==> config.mk <==
export PLATFORM = sky130hd
export DESIGN_NAME = sdram_cmd_front
export DESIGN_NICKNAME = d
export VERILOG_FILES = /design/src/rtl/sdram_fe_pkg.sv /design/src/rtl/sdram_cmd_decode.sv /design/src/rtl/sdram_bank_tracker.sv /design/src/rtl/sdram_power_ctrl.sv /design/src/rtl/sdram_burst_tracker.sv /design/src/rtl/sdram_cmd_front.sv
export SDC_FILE = /design/constraint.sdc
export NUM_CORES = 1
export LEC_CHECK = 0
export BUFFER_PORTS_ARGS = -buffer_cell sky130_fd_sc_hd__buf_4
export CORE_MARGIN = 1
export CORE_UTILIZATION = 49
export DETAILED_ROUTE_END_ITERATION = 6
export HOLD_SLACK_MARGIN = 0.12
export PLACE_DENSITY = 0.83
export SLEW_MARGIN = 20
export SYNTH_ARGS = -nofsm -noshare
export SYNTH_HDL_FRONTEND = slang
export SYNTH_SLANG_ARGS = --single-unit
export TNS_END_PERCENT = 5
==> constraint.sdc <==
create_clock -name clk_i -period 2.49 [get_ports clk_i]
set_input_delay 0.249 -clock clk_i [delete_from_list [all_inputs] [get_ports clk_i]]
set_output_delay 0.249 -clock clk_i [all_outputs]
set_load 0.01 [all_outputs]
==> src/rtl/sdram_fe_pkg.sv <==
package sdram_fe_pkg;
  typedef enum logic [3:0] {
    CMD_NONE, CMD_NOP, CMD_ACT, CMD_RD, CMD_WR,
    CMD_PRE, CMD_PREA, CMD_BST, CMD_REF, CMD_MRS
  } cmd_e;

  typedef enum logic [1:0] {MODE_RUN, MODE_SUSP, MODE_PDN} mode_e;

  typedef struct packed {
    logic nop;
    logic act;
    logic rd;
    logic wr;
    logic pre;
    logic pre_all;
    logic bst;
    logic refr;
    logic mrs;
  } strobe_t;
endpackage

==> src/rtl/sdram_cmd_decode.sv <==
module sdram_cmd_decode
  import sdram_fe_pkg::*;
(
  input  logic cs_ni,
  input  logic ras_ni,
  input  logic cas_ni,
  input  logic we_ni,
  input  logic ap_i,
  output cmd_e cmd_o
);
  always_comb begin
    cmd_o = CMD_NONE;
    if (!cs_ni) begin
      unique case ({ras_ni, cas_ni, we_ni})
        3'b111: cmd_o = CMD_NOP;
        3'b011: cmd_o = CMD_ACT;
        3'b101: cmd_o = CMD_RD;
        3'b100: cmd_o = CMD_WR;
        3'b010: cmd_o = ap_i ? CMD_PREA : CMD_PRE;
        3'b110: cmd_o = CMD_BST;
        3'b001: cmd_o = CMD_REF;
        3'b000: cmd_o = CMD_MRS;
        default: cmd_o = CMD_NONE;
      endcase
    end
  end
endmodule

==> src/rtl/sdram_bank_tracker.sv <==
module sdram_bank_tracker
  import sdram_fe_pkg::*;
#(
  parameter int BANKS  = 4,
  localparam int BANK_W = $clog2(BANKS)
) (
  input  logic              clk_i,
  input  logic              rst_ni,
  input  cmd_e              cmd_i,
  input  logic [BANK_W-1:0] bank_i,
  output logic [BANKS-1:0]  open_q_o,
  output logic [BANKS-1:0]  open_nx_o
);
  always_comb begin
    open_nx_o = open_q_o;
    case (cmd_i)
      CMD_ACT:  open_nx_o[bank_i] = 1'b1;
      CMD_PRE:  open_nx_o[bank_i] = 1'b0;
      CMD_PREA: open_nx_o = '0;
      default:  ;
    endcase
  end

  always_ff @(posedge clk_i or negedge rst_ni) begin
    if (!rst_ni) open_q_o <= '0;
    else         open_q_o <= open_nx_o;
  end
endmodule

==> src/rtl/sdram_power_ctrl.sv <==
module sdram_power_ctrl
  import sdram_fe_pkg::*;
(
  input  logic  clk_i,
  input  logic  rst_ni,
  input  logic  cke_i,
  input  logic  any_open_i,
  output mode_e mode_o,
  output logic  accept_o
);
  mode_e mode_nx;

  always_comb begin
    mode_nx = mode_o;
    unique case (mode_o)
      MODE_RUN: if (!cke_i) mode_nx = any_open_i ? MODE_SUSP : MODE_PDN;
      MODE_SUSP,
      MODE_PDN: if (cke_i) mode_nx = MODE_RUN;
      default:  mode_nx = MODE_RUN;
    endcase
  end

  always_ff @(posedge clk_i or negedge rst_ni) begin
    if (!rst_ni) mode_o <= MODE_RUN;
    else         mode_o <= mode_nx;
  end

  // mode seen at this edge reflects CKE from the previous edge: one-cycle entry/exit delay
  assign accept_o = (mode_o == MODE_RUN);
endmodule

==> src/rtl/sdram_burst_tracker.sv <==
module sdram_burst_tracker #(
  parameter int COL_W     = 8,
  parameter int BURST_LEN = 4,
  localparam int BL_W     = (BURST_LEN > 1) ? $clog2(BURST_LEN) : 1
) (
  input  logic             clk_i,
  input  logic             rst_ni,
  input  logic             start_i,
  input  logic             stop_i,
  input  logic             hold_i,
  input  logic [COL_W-1:0] col_i,
  output logic             busy_o,
  output logic [COL_W-1:0] col_o
);
  logic [BL_W-1:0]  left_q;
  logic [BL_W-1:0]  lo_inc;
  logic [COL_W-1:0] col_step;

  assign lo_inc = col_o[BL_W-1:0] + BL_W'(1);

  generate
    if (COL_W > BL_W) begin : g_wrap
      assign col_step = {col_o[COL_W-1:BL_W], lo_inc};
    end else begin : g_full
      assign col_step = lo_inc[COL_W-1:0];
    end
  endgenerate

  always_ff @(posedge clk_i or negedge rst_ni) begin
    if (!rst_ni) begin
      busy_o <= 1'b0;
      left_q <= '0;
      col_o  <= '0;
    end else if (start_i) begin
      busy_o <= 1'b1;
      left_q <= BL_W'(BURST_LEN - 1);
      col_o  <= col_i;
    end else if (stop_i) begin
      busy_o <= 1'b0;
    end else if (busy_o && !hold_i) begin
      if (left_q == '0) begin
        busy_o <= 1'b0;
      end else begin
        left_q <= left_q - BL_W'(1);
        col_o  <= col_step;
      end
    end
  end
endmodule

==> src/rtl/sdram_cmd_front.sv <==
module sdram_cmd_front
  import sdram_fe_pkg::*;
#(
  parameter int ROW_W     = 11,
  parameter int COL_W     = 8,
  parameter int BANKS     = 4,
  parameter int BURST_LEN = 4,
  parameter int AP_BIT    = 10,
  localparam int BANK_W   = $clog2(BANKS)
) (
  input  logic              clk_i,
  input  logic              rst_ni,
  input  logic              cs_ni,
  input  logic              ras_ni,
  input  logic              cas_ni,
  input  logic              we_ni,
  input  logic              cke_i,
  input  logic [ROW_W-1:0]  addr_i,
  input  logic [BANK_W-1:0] bank_i,
  output logic              nop_o,
  output logic              act_o,
  output logic              rd_o,
  output logic              wr_o,
  output logic              pre_o,
  output logic              pre_all_o,
  output logic              bst_o,
  output logic              ref_o,
  output logic              mrs_o,
  output logic [BANK_W-1:0] bank_o,
  output logic [ROW_W-1:0]  row_o,
  output logic [COL_W-1:0]  col_o,
  output logic [BANKS-1:0]  open_banks_o,
  output logic              suspend_o,
  output logic              power_down_o,
  output logic              burst_busy_o,
  output logic [COL_W-1:0]  burst_col_o
);
  cmd_e             cmd_raw, cmd_acc;
  logic             accept;
  mode_e            mode;
  logic [BANKS-1:0] open_nx;
  strobe_t          stb_q;

  sdram_cmd_decode u_dec (
    .cs_ni  (cs_ni),
    .ras_ni (ras_ni),
    .cas_ni (cas_ni),
    .we_ni  (we_ni),
    .ap_i   (addr_i[AP_BIT]),
    .cmd_o  (cmd_raw)
  );

  assign cmd_acc = accept ? cmd_raw : CMD_NONE;

  sdram_bank_tracker #(.BANKS(BANKS)) u_banks (
    .clk_i     (clk_i),
    .rst_ni    (rst_ni),
    .cmd_i     (cmd_acc),
    .bank_i    (bank_i),
    .open_q_o  (open_banks_o),
    .open_nx_o (open_nx)
  );

  sdram_power_ctrl u_pwr (
    .clk_i      (clk_i),
    .rst_ni     (rst_ni),
    .cke_i      (cke_i),
    .any_open_i (|open_nx),
    .mode_o     (mode),
    .accept_o   (accept)
  );

  sdram_burst_tracker #(.COL_W(COL_W), .BURST_LEN(BURST_LEN)) u_burst (
    .clk_i   (clk_i),
    .rst_ni  (rst_ni),
    .start_i (cmd_acc == CMD_RD || cmd_acc == CMD_WR),
    .stop_i  (cmd_acc == CMD_BST),
    .hold_i  (!accept),
    .col_i   (addr_i[COL_W-1:0]),
    .busy_o  (burst_busy_o),
    .col_o   (burst_col_o)
  );

  always_ff @(posedge clk_i or negedge rst_ni) begin
    if (!rst_ni) begin
      stb_q <= '0;
    end else begin
      stb_q <= '0;
      case (cmd_acc)
        CMD_NOP:  stb_q.nop     <= 1'b1;
        CMD_ACT:  stb_q.act     <= 1'b1;
        CMD_RD:   stb_q.rd      <= 1'b1;
        CMD_WR:   stb_q.wr      <= 1'b1;
        CMD_PRE:  stb_q.pre     <= 1'b1;
        CMD_PREA: stb_q.pre_all <= 1'b1;
        CMD_BST:  stb_q.bst     <= 1'b1;
        CMD_REF:  stb_q.refr    <= 1'b1;
        CMD_MRS:  stb_q.mrs     <= 1'b1;
        default:  ;
      endcase
    end
  end

  always_ff @(posedge clk_i or negedge rst_ni) begin
    if (!rst_ni) begin
      row_o  <= '0;
      col_o  <= '0;
      bank_o <= '0;
    end else begin
      if (cmd_acc == CMD_ACT) begin
        row_o  <= addr_i;
        bank_o <= bank_i;
      end
      if (cmd_acc == CMD_RD || cmd_acc == CMD_WR) begin
        col_o  <= addr_i[COL_W-1:0];
        bank_o <= bank_i;
      end
      if (cmd_acc == CMD_PRE) bank_o <= bank_i;
    end
  end

  assign nop_o        = stb_q.nop;
  assign act_o        = stb_q.act;
  assign rd_o         = stb_q.rd;
  assign wr_o         = stb_q.wr;
  assign pre_o        = stb_q.pre;
  assign pre_all_o    = stb_q.pre_all;
  assign bst_o        = stb_q.bst;
  assign ref_o        = stb_q.refr;
  assign mrs_o        = stb_q.mrs;
  assign suspend_o    = (mode == MODE_SUSP);
  assign power_down_o = (mode == MODE_PDN);
endmodule

==> impl_metrics.toml <==
[run_status]
outcome = "finished clean"

[synth]
yosysSeqAreaShare = 0.6229
synth_mux_area_frac = 0.08350
syn-mean-instance-area_um2 = 11.44
synth.net_count = 189
syn_inst = 165
synth-adder-area-share = 0.02651
synth_cell_types = 28
synth_top_family_by_area = "simple AND/OR/NAND/NOR gates"
synth_top_area_frac = 0.6229
ys_ff_latch = 47
netlist_top_cells_area = "dfrtp_1 (62%), nand2_1 (8.9%), mux2_2 (8.3%), ha_1 (2.7%), inv_1 (2.0%)"
ys.warnings.count = 0
syn_area_um2 = 1888
synth_compound_area_frac = 0.06826
synth_xor_area_frac = 0.01392
yosysTopAreaCell = "dfrtp_1"
yosys.area_share.simple = 0.1518

[place]
gp_congestion = 0.8253
placed_area_um2 = 2411
placedCellCount = 274
port_buffers = 64
dp_hpwl_mm = 2.810

[clocking]
numCtsBuffers = 5
htreeDepth = 2
root_buffer = "clkbuf_8"
clkLatencyLatePin_ns = 0.30
cts_sinks = 47
post_cts_resized = 0
cts_tree = "done"
cts_max_path_buffers = 2
path_clk_slew_ns = 0.08

[timing]
skew_ns = 0.004701
whs_ns = 0.1478
fmax_mhz = 471.4
finalSetupTns_ns = 0
slew_viol_final = 0
post-route-period-util = 0.8520
finalHoldViolCount = 0
rsz0062_at_grt = "no"
worst_pin_slew_ns = 0.6393
slew-limit-headroom = 0.5728
fin_crit_ns = 2.121
setup_violations = 0

[worst_setup_path]
cp-end-kind = "flop"
r2r_setup_slack_ns = 0.37
crit_arrival_ns = 2.30
critPathLaunchType = "flop"
required_ns = 2.67
crit_path_max_fanout = 12
path_class = "reg2reg"

[global_route]
grt_max_degree = 48
grt_pass1_vias = 1372
grt_pass1_wl_mm = 6.713
antenna_found_initial = 0
gr-usage-all-layers = 0.2201
grt_remaining_overflow = 0

[power_and_ir_drop]
leakage_nw = 1.349
vdd.ir_drop.worst_mv = 0.6889
p_per_area_nw_per_um2 = 1199
power_mw = 3.022

[finish]
fillers = 292
antenna_cells = 0
regArea_um2 = 1176
layout.cells.non_filler = 283
areaGrowthSynthToFinish_pct = 33.53
layout_commonest_cell = "buf_4"
stdcell_area_um2 = 2521
final_cell_mix = "buf_4 (65), dfrtp_1 (47), nand2_1 (45)"
layout-drive-gt1-share = 0.3915
multi_input_area_um2 = 649.4
final_net_count = 258

[routing]
finalWirelength_mm = 3.979
avgViaCountPerCell = 5.057
wl_per_cell_um = 14.06
dr.pass1.iters = 4
drc = 0
vias = 1431
ant_nets = 0
drtIter0Drc = 95

[floorplanning]
rows = 22
die_h_um = 64.08
die_x_um = 64.08
die_area_um2 = 4106
core_um2 = 3689
start_util = 0.5119
ios = 65

[job]
maxCapViolCount = 0

[min_path]
min-delay-path-class = "in2reg"
-- layout make-up --
type | instances | share of cell area
repair buffers | 66 | 0.1975
well taps | 48 | 0.02382
clock buffers | 8 | 0.03970
inverters | 10 | 0.01489
flip-flops and latches | 47 | 0.4665
multi-input cells | 104 | 0.2576
-- worst paths after layout --
check / cells after the start / endpoint / start
hold / removal: 2 / mrs_o / cas_ni
min in group asynchronous: 2 / u_burst.busy_o / rst_ni
setup reg to reg: 5 / row_o[7] / u_pwr.mode_o[0]
hold reg to reg: 2 / u_burst.col_o[7] / u_burst.col_o[7]
setup / recovery: 5 / row_o[7] / u_pwr.mode_o[0]
max in group asynchronous: 2 / col_o[0] / rst_ni
-- cell usage after synthesis, drive strengths merged --
master    n
o2111ai   1
dfrtp    47
nor2      8
nor4      3
clkbuf    1
a31oi     3
o21ai     3
nor2b     1
buf       3
and2      2
ha        4
or2       1
o211ai    2
nand2    45
and4bb    1
nand4b    1
xnor2     3
mux2     14
inv      10
or2b      1
a21oi     6
a21o      3
and3      1
a32o      1
-- logic make-up (layout without fill, tap and decap cells) --
group | Yosys count | in the layout
xor gates and xnor gates | 3 | 3
adders and majority gates | 4 | 4
and+or+nand+nor | 64 | 64
DFF | 47 | 47
AOI/OAI and AO/OA | 19 | 19
buffers and inverters | 14 | 84
muxes | 14 | 14
-- through the flow --
stage	worst slack, ns	utilization
after global placement	0.5051	0.6537
after CTS	0.3526	0.6835
after global routing	0.2100	0.6835
final	0.3686	0.6835
after floorplan	0.7260	-
after detailed placement	0.4099	0.6537
-- sequential cells by signal, summed over array words and instances, names as in the netlist --
| signal | count |
|---|---|
| rd_o | 1 |
| ref_o | 1 |
| u_pwr.mode_o | 2 |
| bank_o | 2 |
| row_o | 11 |
| mrs_o | 1 |
| u_burst.col_o | 8 |
| act_o | 1 |
| u_banks.open_q_o | 4 |
| nop_o | 1 |
| bst_o | 1 |
| u_burst.left_q | 2 |
| col_o | 8 |
| wr_o | 1 |
| pre_o | 1 |
| u_burst.busy_o | 1 |
| pre_all_o | 1 |
-- timing repair --
item                                   CTS  global route
hold buffers                             1             0
setup endpoints to repair                0             0
setup buffers                            0             0
endpoints found under the hold margin   47             0
-- layer usage --
layer,routed length [um],global-route usage,vias up
met5,0,0,-
met4,32,0.05682,0
met3,317,0.07500,4
met2,1902,0.3511,59
met1,1726,0.2874,687
li1,-,-,681
-- where the power goes --
part	switching, mW	leakage [nW]	total [mW]	internal (mW)
sequential	0.191	0.589	1.27	1.08
combinational	0.594	0.709	1.25	0.660
clock	0.240	0.0515	0.494	0.253
total	1.03	1.35	3.02	2.00
-- worst max-delay path, stage by stage, from the launching register on --
cell and delay (ns):
dfrtp_1 0.40, inv_1 0.10, ha_1 0.30, and4bb_1 0.41, nand2_1 0.39, mux2_2 0.40
Note: power is estimated with default switching activity, not from simulation.
